File: src/rtl/yuv_tmg_pkg.sv
package yuv_tmg_pkg;
  parameter int unsigned COL_W = 12;
  parameter int unsigned ROW_W = 11;
  parameter int unsigned PIX_W = 8;

  typedef struct packed {
    logic [COL_W-1:0] line_len;
    logic [COL_W-1:0] active_len;
    logic [ROW_W-1:0] rows;
    logic [COL_W-1:0] vs_wid;
    logic [COL_W-1:0] vs_off;
  } tmg_cfg_t;
endpackage

File: src/rtl/tmg_raster_cnt.sv
module tmg_raster_cnt
  import yuv_tmg_pkg::*;
(
  input  logic             clk_i,
  input  logic             rst_ni,
  input  tmg_cfg_t         cfg_i,
  output logic             run_o,
  output logic [COL_W-1:0] col_o,
  output logic [ROW_W-1:0] row_o,
  output logic             odd_o,
  output tmg_cfg_t         shd_o
);
  logic col_last, row_last;

  assign col_last = (col_o == shd_o.line_len - 1'b1);
  assign row_last = (row_o == shd_o.rows - 1'b1);

  always_ff @(posedge clk_i or negedge rst_ni) begin
    if (!rst_ni) begin
      run_o <= 1'b0;
      col_o <= '0;
      row_o <= '0;
      odd_o <= 1'b1;
      shd_o <= '0;
    end else if (!run_o) begin
      run_o <= 1'b1;
      col_o <= '0;
      row_o <= '0;
      odd_o <= 1'b1;
      shd_o <= cfg_i;
    end else if (col_last) begin
      col_o <= '0;
      if (row_last) begin
        row_o <= '0;
        odd_o <= ~odd_o;
        // even -> odd: new frame, capture timing
        if (!odd_o) shd_o <= cfg_i;
      end else begin
        row_o <= row_o + 1'b1;
      end
    end else begin
      col_o <= col_o + 1'b1;
    end
  end
endmodule

File: src/rtl/tmg_sync_gen.sv
module tmg_sync_gen
  import yuv_tmg_pkg::*;
(
  input  logic             clk_i,
  input  logic             rst_ni,
  input  logic             run_i,
  input  logic [COL_W-1:0] col_i,
  input  logic [ROW_W-1:0] row_i,
  input  logic             odd_i,
  input  tmg_cfg_t         shd_i,
  output logic             hsync_no,
  output logic             vsync_no,
  output logic             field_odd_o
);
  logic [COL_W-1:0] off_eff, wid_eff, vs_left;
  logic             vs_start, vs_col;

  assign off_eff  = (shd_i.vs_off == '0) ? COL_W'(1) : shd_i.vs_off;
  assign wid_eff  = (shd_i.vs_wid == '0) ? COL_W'(1) : shd_i.vs_wid;
  assign vs_col   = odd_i ? (col_i == '0) : (col_i == off_eff);
  assign vs_start = run_i && (row_i == '0) && vs_col;

  always_ff @(posedge clk_i or negedge rst_ni) begin
    if (!rst_ni) begin
      vs_left     <= '0;
      hsync_no    <= 1'b1;
      vsync_no    <= 1'b1;
      field_odd_o <= 1'b1;
    end else begin
      if (vs_start)            vs_left <= wid_eff - 1'b1;
      else if (vs_left != '0)  vs_left <= vs_left - 1'b1;
      hsync_no    <= ~(run_i && (col_i == '0));
      vsync_no    <= ~(vs_start || (vs_left != '0));
      field_odd_o <= odd_i;
    end
  end
endmodule

File: src/rtl/tmg_pix_path.sv
module tmg_pix_path
  import yuv_tmg_pkg::*;
#(
  parameter int unsigned BUS_LSB = 10,
  localparam int unsigned BUS_W  = BUS_LSB + PIX_W
) (
  input  logic             clk_i,
  input  logic             rst_ni,
  input  logic             run_i,
  input  logic [COL_W-1:0] col_i,
  input  logic [COL_W-1:0] act_len_i,
  input  logic [PIX_W-1:0] pix_data_i,
  input  logic             pix_valid_i,
  output logic             pix_ready_o,
  output logic [BUS_W-1:0] bus_o,
  output logic             drdy_no
);
  logic xfer;

  assign pix_ready_o = run_i && (col_i != '0) && (col_i <= act_len_i);
  assign xfer        = pix_ready_o && pix_valid_i;

  always_ff @(posedge clk_i or negedge rst_ni) begin
    if (!rst_ni) begin
      bus_o   <= '0;
      drdy_no <= 1'b1;
    end else begin
      bus_o <= '0;
      if (xfer) bus_o[BUS_LSB +: PIX_W] <= pix_data_i;
      drdy_no <= ~xfer;
    end
  end
endmodule

File: src/rtl/yuv_field_timer.sv
module yuv_field_timer
  import yuv_tmg_pkg::*;
#(
  parameter int unsigned BUS_LSB = 10,
  localparam int unsigned BUS_W  = BUS_LSB + PIX_W
) (
  input  logic             clk_i,
  input  logic             rst_ni,
  input  logic [COL_W-1:0] line_len_i,
  input  logic [COL_W-1:0] active_len_i,
  input  logic [ROW_W-1:0] field_lines_i,
  input  logic [COL_W-1:0] vs_width_i,
  input  logic [COL_W-1:0] vs_offset_i,
  input  logic [PIX_W-1:0] pix_data_i,
  input  logic             pix_valid_i,
  output logic             pix_ready_o,
  output logic [BUS_W-1:0] disp_bus_o,
  output logic             hsync_no,
  output logic             vsync_no,
  output logic             drdy_no,
  output logic             field_odd_o
);
  tmg_cfg_t         cfg, shd;
  logic             run, odd;
  logic [COL_W-1:0] col;
  logic [ROW_W-1:0] row;

  assign cfg.line_len   = line_len_i;
  assign cfg.active_len = active_len_i;
  assign cfg.rows       = field_lines_i;
  assign cfg.vs_wid     = vs_width_i;
  assign cfg.vs_off     = vs_offset_i;

  tmg_raster_cnt u_cnt (
    .clk_i (clk_i), .rst_ni (rst_ni), .cfg_i (cfg),
    .run_o (run), .col_o (col), .row_o (row), .odd_o (odd), .shd_o (shd)
  );

  tmg_sync_gen u_sync (
    .clk_i (clk_i), .rst_ni (rst_ni), .run_i (run), .col_i (col),
    .row_i (row), .odd_i (odd), .shd_i (shd),
    .hsync_no (hsync_no), .vsync_no (vsync_no), .field_odd_o (field_odd_o)
  );

  tmg_pix_path #(.BUS_LSB (BUS_LSB)) u_pix (
    .clk_i (clk_i), .rst_ni (rst_ni), .run_i (run), .col_i (col),
    .act_len_i (shd.active_len), .pix_data_i (pix_data_i),
    .pix_valid_i (pix_valid_i), .pix_ready_o (pix_ready_o),
    .bus_o (disp_bus_o), .drdy_no (drdy_no)
  );
endmodule

File: config.mk
export PLATFORM = sky130hd
export DESIGN_NAME = yuv_field_timer
export DESIGN_NICKNAME = d
export VERILOG_FILES = /design/src/rtl/yuv_tmg_pkg.sv /design/src/rtl/tmg_raster_cnt.sv /design/src/rtl/tmg_sync_gen.sv /design/src/rtl/tmg_pix_path.sv /design/src/rtl/yuv_field_timer.sv
export SDC_FILE = /design/constraint.sdc
export NUM_CORES = 1
export LEC_CHECK = 0
export ABC_AREA = 1
export BUFFER_PORTS_ARGS = -buffer_cell sky130_fd_sc_hd__buf_4
export CORE_UTILIZATION = 62
export CTS_CLUSTER_DIAMETER = 60
export CTS_CLUSTER_SIZE = 28
export DETAILED_ROUTE_END_ITERATION = 12
export PLACE_DENSITY = 0.89
export SETUP_SLACK_MARGIN = 0.15
export SKIP_LAST_GASP = 1
export SYNTH_ARGS = -nofsm -noshare
export SYNTH_HDL_FRONTEND = slang
export SYNTH_SLANG_ARGS = --single-unit
File: constraint.sdc
create_clock -name clk_i -period 4.5 [get_ports clk_i]
set_clock_uncertainty 0.05 [all_clocks]
set_input_delay 0.9 -clock clk_i [delete_from_list [all_inputs] [get_ports clk_i]]
set_output_delay 0.9 -clock clk_i [all_outputs]
set_load 0.03 [all_outputs]
==> impl_metrics.json, run 1 <==
{
  "switchingPower_uw": 965,
  "synth-seq-area-share_pct": 43.9,
  "drt_iter0_drc": 262,
  "drive_above_1_share_pct": 17.9,
  "first_pass_iters": 5,
  "holdBufCountCts": 0,
  "multi_input_area_mm2": 0.00282,
  "setup_violations": 0,
  "path_max_fanout": 6,
  "worstMarginPinSlew_ns": 0.697,
  "post-route-period-util_pct": 77.0,
  "cts_buffers": 9,
  "power_frac_comb_pct": 30.5,
  "worstPathArrival_ns": 2.52,
  "area_delta_synth_final_pct": 14.1,
  "tns_ns": 0,
  "grt_pass1_vias": 4988,
  "reg2regPathDepth": 19,
  "rrSetupSlack_ns": 1.32,
  "cts_root_buffer": "clkbuf_8",
  "synth_cells": 769,
  "ios": 93,
  "pwr_density_cell_mw_per_mm2": 382,
  "crit_path_start_kind": "flip-flop",
  "p_leak_nw": 3.60,
  "vias": 5192,
  "status": "completed",
  "cts_setup_buffers": 0,
  "synth_area_mm2": 0.00617,
  "layout.nets": 935,
  "ys_warn_count": 0,
  "cts_sinks": 108,
  "hold_viol": 0,
  "cp-startpoint": "u_cnt.col_o[11]$_DFF_PN0_",
  "core_region_area_mm2": 0.00973,
  "start_util_pct": 63.4,
  "hpwl_mm": 10.2,
  "clk_path_buf_depth": 2,
  "dieWidth_um": 102,
  "synthDistinctLibCells": 40,
  "wire_per_inst_um": 13.9,
  "end_kind": "primary output",
  "intPower_mw": 1.72,
  "cts_tree": "yes",
  "syn_avg_cell_area_um2": 8.02,
  "endpoint": "pix_ready_o",
  "power_mw": 2.69,
  "htreeDepth": 3,
  "relSlewSlack_pct": 53.5,
  "fillers": 738,
  "worstSetupPathType": "flip-flop to primary output",
  "ant_nets": 0,
  "via_per_inst": 5.28,
  "cts_resized": 0,
  "clk_latency_ns": 0.38,
  "row_count": 36,
  "dieArea_mm2": 0.0104,
  "pre_cts_ws_ns": 1.42,
  "fp.dieH_um": 102,
  "power.share.sequential_pct": 46.3,
  "min_path_type": "flip-flop to flip-flop",
  "place.gp.congestion": 0.979,
  "cts.clk_slew.worst_paths_ns": 0.10,
  "grtUsageTotal_pct": 28.7,
  "sw_frac_of_total_pct": 36.0,
  "period_needed_ns": 3.47,
  "timing.rr.end": "u_sync.vs_left[10]$_DFFE_PN0N_",
  "maxSlewViolCount": 0,
  "vdd_ir_drop_max_v": 0.000205,
  "r2r_start": "u_cnt.col_o[0]$_DFF_PN0_",
  "yosys_register_bits": 108,
  "grt_antenna_before_repair": 0,
  "critPathRequiredTime_ns": 3.55,
  "regArea_mm2": 0.00271,
  "grt_pass1_wl_mm": 22.9,
  "route.detailed.drc": 0,
  "totalWireLength_mm": 13.7,
  "grt_max_degree": 56,
  "p_clk_share_pct": 23.1,
  "overflow": 0,
  "antenna_cells": 0,
  "rsz0062_at_grt": "no",
  "timing.fmax_mhz": 288,
  "portBuffers": 82,
  "drv_cap": 0,
  "fin_ws_ns": 1.03
}
Yosys cell counts, drive strengths merged:
library cell | number | area share [%]
inv | 124 | 7.7
xor2 | 38 | 5.4
or2 | 1 | 0.10
o21ai | 46 | 3.9
a22oi | 1 | 0.12
nor3b | 1 | 0.12
clkbuf | 3 | 0.18
dfstp | 5 | 2.1
nand3 | 35 | 3.1
nor2 | 108 | 7.2
nor3 | 22 | 2.1
dfrtp | 103 | 42
a21oi | 55 | 4.9
clkinv | 1 | 0.061
a31oi | 1 | 0.10
nand4 | 20 | 2.0
ha | 19 | 3.9
nor4 | 9 | 1.0
conb | 2 | 0.12
o2111ai | 1 | 0.14
a211oi | 1 | 0.12
nand2 | 131 | 8.5
buf | 27 | 3.1
xnor2 | 15 | 2.1
state kept, by name, summed over array words and instances, names as in the netlist:
register            count
u_pix.drdy_no           1
u_cnt.row_o            11
u_cnt.shd_o            59
u_cnt.run_o             1
u_sync.vsync_no         1
u_cnt.odd_o             1
u_sync.field_odd_o      1
u_sync.vs_left         12
u_cnt.col_o            12
u_sync.hsync_no         1
u_pix.bus_o             8
routing by layer:
| metal | vias to the layer above | global-route usage (%) | wire length (µm) |
|---|---|---|---|
| met3 | 29 | 4.62 | 768 |
| met4 | 0 | 14.0 | 358 |
| met1 | 2417 | 37.4 | 5910 |
| li1 | 2570 | - | - |
| met5 | - | 0 | 0 |
| met2 | 176 | 46.6 | 6680 |
per-stage QoR:
stage | instances | hold WS [ns] | cell area, µm² | utilization [%]
detailed placement | 968 | 0.341 | 6830 | 70.2
floorplan | 778 | 0.324 | 6200 | -
global placement | 968 | 0.339 | 6830 | 70.2
global route | 984 | 0.368 | 7040 | 72.3
CTS | 984 | 0.357 | 7040 | 72.3
finish | 984 | 0.359 | 7040 | 72.3
cells by family (layout without fill, tap and decap cells):
group | after synthesis | after routing | share of synthesized area [%]
and+or+nand+nor | 327 | 327 | 24.2
buffers and inverters | 155 | 228 | 11.1
AOI/OAI and AO/OA | 105 | 105 | 9.29
DFF | 108 | 108 | 43.9
xor gates and xnor gates | 53 | 53 | 7.53
other | 2 | 11 | 0.122
adders and majority gates | 19 | 19 | 3.85
power by group through the flow:
stage | Clock, mW | Combinational (mW) | Sequential (mW)
floorplan | 0 | 0.617 | 1.24
global placement | 0 | 0.770 | 1.25
detailed placement | 0 | 0.812 | 1.26
CTS | 0.624 | 0.819 | 1.24
global route | 0.667 | 0.931 | 1.26
finish | 0.621 | 0.820 | 1.24
critical path, stage by stage (launching register included):
cell,delay [ns]
dfrtp_1,0.50
ha_1,0.35
nand2_1,0.07
inv_1,0.07
nand3_1,0.08
nor3_1,0.22
nand4_1,0.12
a211oi_1,0.47
buf_4,0.25
final cells by class:
cell class / count / area share (%)
timing repair buffer: 87 / 9.28
clock inverter: 6 / 1.01
clock buffer: 10 / 1.96
multi-input combinational: 515 / 40.1
inverter: 125 / 6.77
sequential: 108 / 38.5
tap: 133 / 2.36
worst min path at each step:
stage                            start                           end  slack, ns  cells past startpoint
6_report       u_cnt.odd_o$_DFFE_PN1P_  u_sync.field_odd_o$_DFF_PN1_       0.36                      0
5_1_grt        u_cnt.odd_o$_DFFE_PN1P_  u_sync.field_odd_o$_DFF_PN1_       0.37                      0
4_1_cts        u_cnt.odd_o$_DFFE_PN1P_  u_sync.field_odd_o$_DFF_PN1_       0.36                      0
3_5_place_dp   u_cnt.odd_o$_DFFE_PN1P_  u_sync.field_odd_o$_DFF_PN1_       0.34                      0
3_3_place_gp   u_cnt.odd_o$_DFFE_PN1P_  u_sync.field_odd_o$_DFF_PN1_       0.34                      0
2_1_floorplan  u_cnt.odd_o$_DFFE_PN1P_  u_sync.field_odd_o$_DFF_PN1_       0.32                      0
cell usage in the layout (no fill, tap or decap), drive strengths merged, types with 10 or more instances in the layout:
cell    Yosys  final
nand3      35     35
a21oi      55     55
xnor2      15     15
o21ai      46     46
nand2     131    131
conb        2     11
clkbuf      3     10
buf        27     87
dfrtp     103    103
nor2      108    108
inv       124    125
ha         19     19
nor3       22     22
nand4      20     20
xor2       38     38
No activity file was read; power rests on OpenSTA's default activity.
==> run 2, diff against run 1 <==
Settings changed: CORE_UTILIZATION 62 to 58, PLACE_DENSITY 0.89 to 0.84.
Clock period 4.5 ns to 3.5 ns, I/O delays scaled along.
==> run 2 against run 1 <==
Via count about the same. Sequential power increased by 29%. Clock-buffer cell count decreased by 1.
==> impl_metrics.json, run 2 (same netlist as run 1, synthesis figures left out) <==
{
  "ant_nets": 0,
  "largest_reg_flops": 59,
  "rsz0062_at_grt": "no",
  "fin_ws_ns": 0.289,
  "cts_setup_buffers": 0,
  "ios": 93,
  "pre_cts_ws_ns": 0.364,
  "grt_antenna_before_repair": 0,
  "timing.fmax_mhz": 311,
  "core_region_area_mm2": 0.0103,
  "status": "completed",
  "p_leak_nw": 3.61,
  "min_path_type": "primary input to asynchronous set/reset pin",
  "setup_violations": 0,
  "hpwl_mm": 10.3,
  "crit_path_start_kind": "flip-flop",
  "grtUsageMet3_pct": 2.81,
  "cts.clk_slew.worst_paths_ns": 0.10,
  "largest_register": "u_cnt.shd_o",
  "grtUsageMet1_pct": 34.9,
  "dieArea_mm2": 0.0111,
  "holdWs_ns": 0.351,
  "maxSlewViolCount": 0,
  "use_met2_pct": 43.1,
  "pwr_density_cell_mw_per_mm2": 486,
  "via_per_inst": 5.26,
  "dieWidth_um": 105,
  "cts_buffers": 9,
  "portBuffers": 82,
  "final_cell_mix": "nand2_1 (121), inv_1 (116), dfrtp_1 (103)",
  "row_count": 37,
  "start_util_pct": 59.8,
  "path_max_fanout": 6,
  "rrSetupSlack_ns": 0.45,
  "layout.nets": 935,
  "drt_iter0_drc": 254,
  "final_common_cell": "nand2_1",
  "drv_cap": 0,
  "wire_per_inst_um": 13.7,
  "crit_path_frequent_cell": "nand2_1",
  "area_delta_synth_final_pct": 14.5,
  "vdd_ir_drop_max_v": 0.000289,
  "hold_viol": 0,
  "fp.dieH_um": 105,
  "end_kind": "primary output",
  "totalWireLength_mm": 13.5,
  "largestRegisters": "u_cnt.shd_o (59), u_cnt.col_o (12), u_sync.vs_left (12)",
  "cts_sinks": 108,
  "crit_buf_inv": 2,
  "vias": 5188,
  "post-route-period-util_pct": 91.7,
  "period_needed_ns": 3.21,
  "htreeDepth": 3,
  "relSlewSlack_pct": 46.3,
  "antenna_cells": 0,
  "grt_pass1_vias": 5041,
  "route.detailed.drc": 0,
  "grt_max_degree": 80,
  "worstSetupPathType": "flip-flop to primary output",
  "clk_latency_ns": 0.38,
  "top_usage_layer": "met2",
  "slowest_delay_ns": 0.55,
  "grt_pass1_wl_mm": 23.0,
  "grtUsageTotal_pct": 26.2,
  "critPathRequiredTime_ns": 2.75,
  "clk_path_buf_depth": 2,
  "worstMarginPinSlew_ns": 0.805,
  "crit_family": "compound AO/OA/AOI/OAI gates",
  "first_pass_iters": 5,
  "overflow": 0,
  "place.gp.congestion": 0.946,
  "cts_root_buffer": "clkbuf_8",
  "tns_ns": 0,
  "drive_above_1_share_pct": 18.0,
  "cp_slowest_cell": "dfrtp_1",
  "path_cells": "ha_1, nand2_1, inv_1, nand3_1, nor3_2, nand2_1, o2111ai_1, a211oi_4, buf_4",
  "worstPathArrival_ns": 2.46,
  "cts_tree": "yes"
}
## run 2: cell types whose count changed in the layout (fill, tap and decap cells not counted), sizes merged
| cell | delta |
|---|---|
| clkinvlp | -1 |
| clkbuf | -1 |
| clkinv | +1 |
## run 2: cell type report
type,instances,area (µm²)
Clock buffer,9,124
Clock inverter,6,65.1
Fill cell,850,3260
Inverter,125,477
Multi-Input combinational cell,515,2840
Sequential cell,108,2710
Tap cell,136,170
Timing Repair Buffer,87,678
## run 2: per-stage QoR
step / std cells / utilization, % / total power [mW] / instance area (µm²)
floorplan: 778 / - / 2.39 / 6200
global placement: 971 / 66.4 / 2.62 / 6860
detailed placement: 971 / 66.4 / 2.68 / 6860
CTS: 986 / 68.4 / 3.44 / 7060
global route: 986 / 68.4 / 3.65 / 7060
finish: 986 / 68.4 / 3.43 / 7060
## run 2: worst paths after layout
path | start | end | depth (start not counted)
worst max register to register | u_cnt.col_o[0]$_DFF_PN0_ | u_sync.vs_left[8]$_DFFE_PN0N_ | 16
max in group asynchronous | rst_ni | u_cnt.shd_o[52]$_DFFE_PN0P_ | 2
worst min register to register | u_cnt.odd_o$_DFFE_PN1P_ | u_sync.field_odd_o$_DFF_PN1_ | 0
worst min-delay path | rst_ni | u_cnt.shd_o[25]$_DFFE_PN0P_ | 1
worst max-delay path | u_cnt.col_o[10]$_DFF_PN0_ | pix_ready_o | 9
min in group clk_i | u_cnt.odd_o$_DFFE_PN1P_ | u_sync.field_odd_o$_DFF_PN1_ | 0
## run 2: where the power goes
part | total [mW] | internal, mW | switching [mW]
registers | 1.60 | 1.46 | 0.145
clock network | 0.758 | 0.329 | 0.430
logic | 1.07 | 0.404 | 0.665
## run 2: worst register-to-register path, stage by stage, from the launching register on
cell	delay [ns]
dfrtp_1	0.44
inv_1	0.17
ha_1	0.17
nand2_1	0.06
nor3_2	0.36
nand2_1	0.17
nand2_4	0.16
nand2_4	0.15
nand2_1	0.10
nand2_1	0.06
inv_1	0.07
ha_1	0.18
nand3_1	0.15
nor2_1	0.24
inv_2	0.08
o21ai_0	0.24
a21oi_2	0.08
## run 2: layer usage
| metal | wire [µm] | up-vias | share of wire (%) |
|---|---|---|---|
| met5 | 0 | - | 0 |
| met4 | 399 | 0 | 3.0 |
| met3 | 647 | 32 | 4.8 |
| met2 | 6490 | 177 | 48 |
| met1 | 5940 | 2417 | 44 |
| li1 | - | 2562 | - |
## run 2: repair_timing
item,CTS,global route
hold buffers,0,0
setup endpoints to repair,1,1
resized for setup,3,0
pin swaps,0,1
cloned,0,0
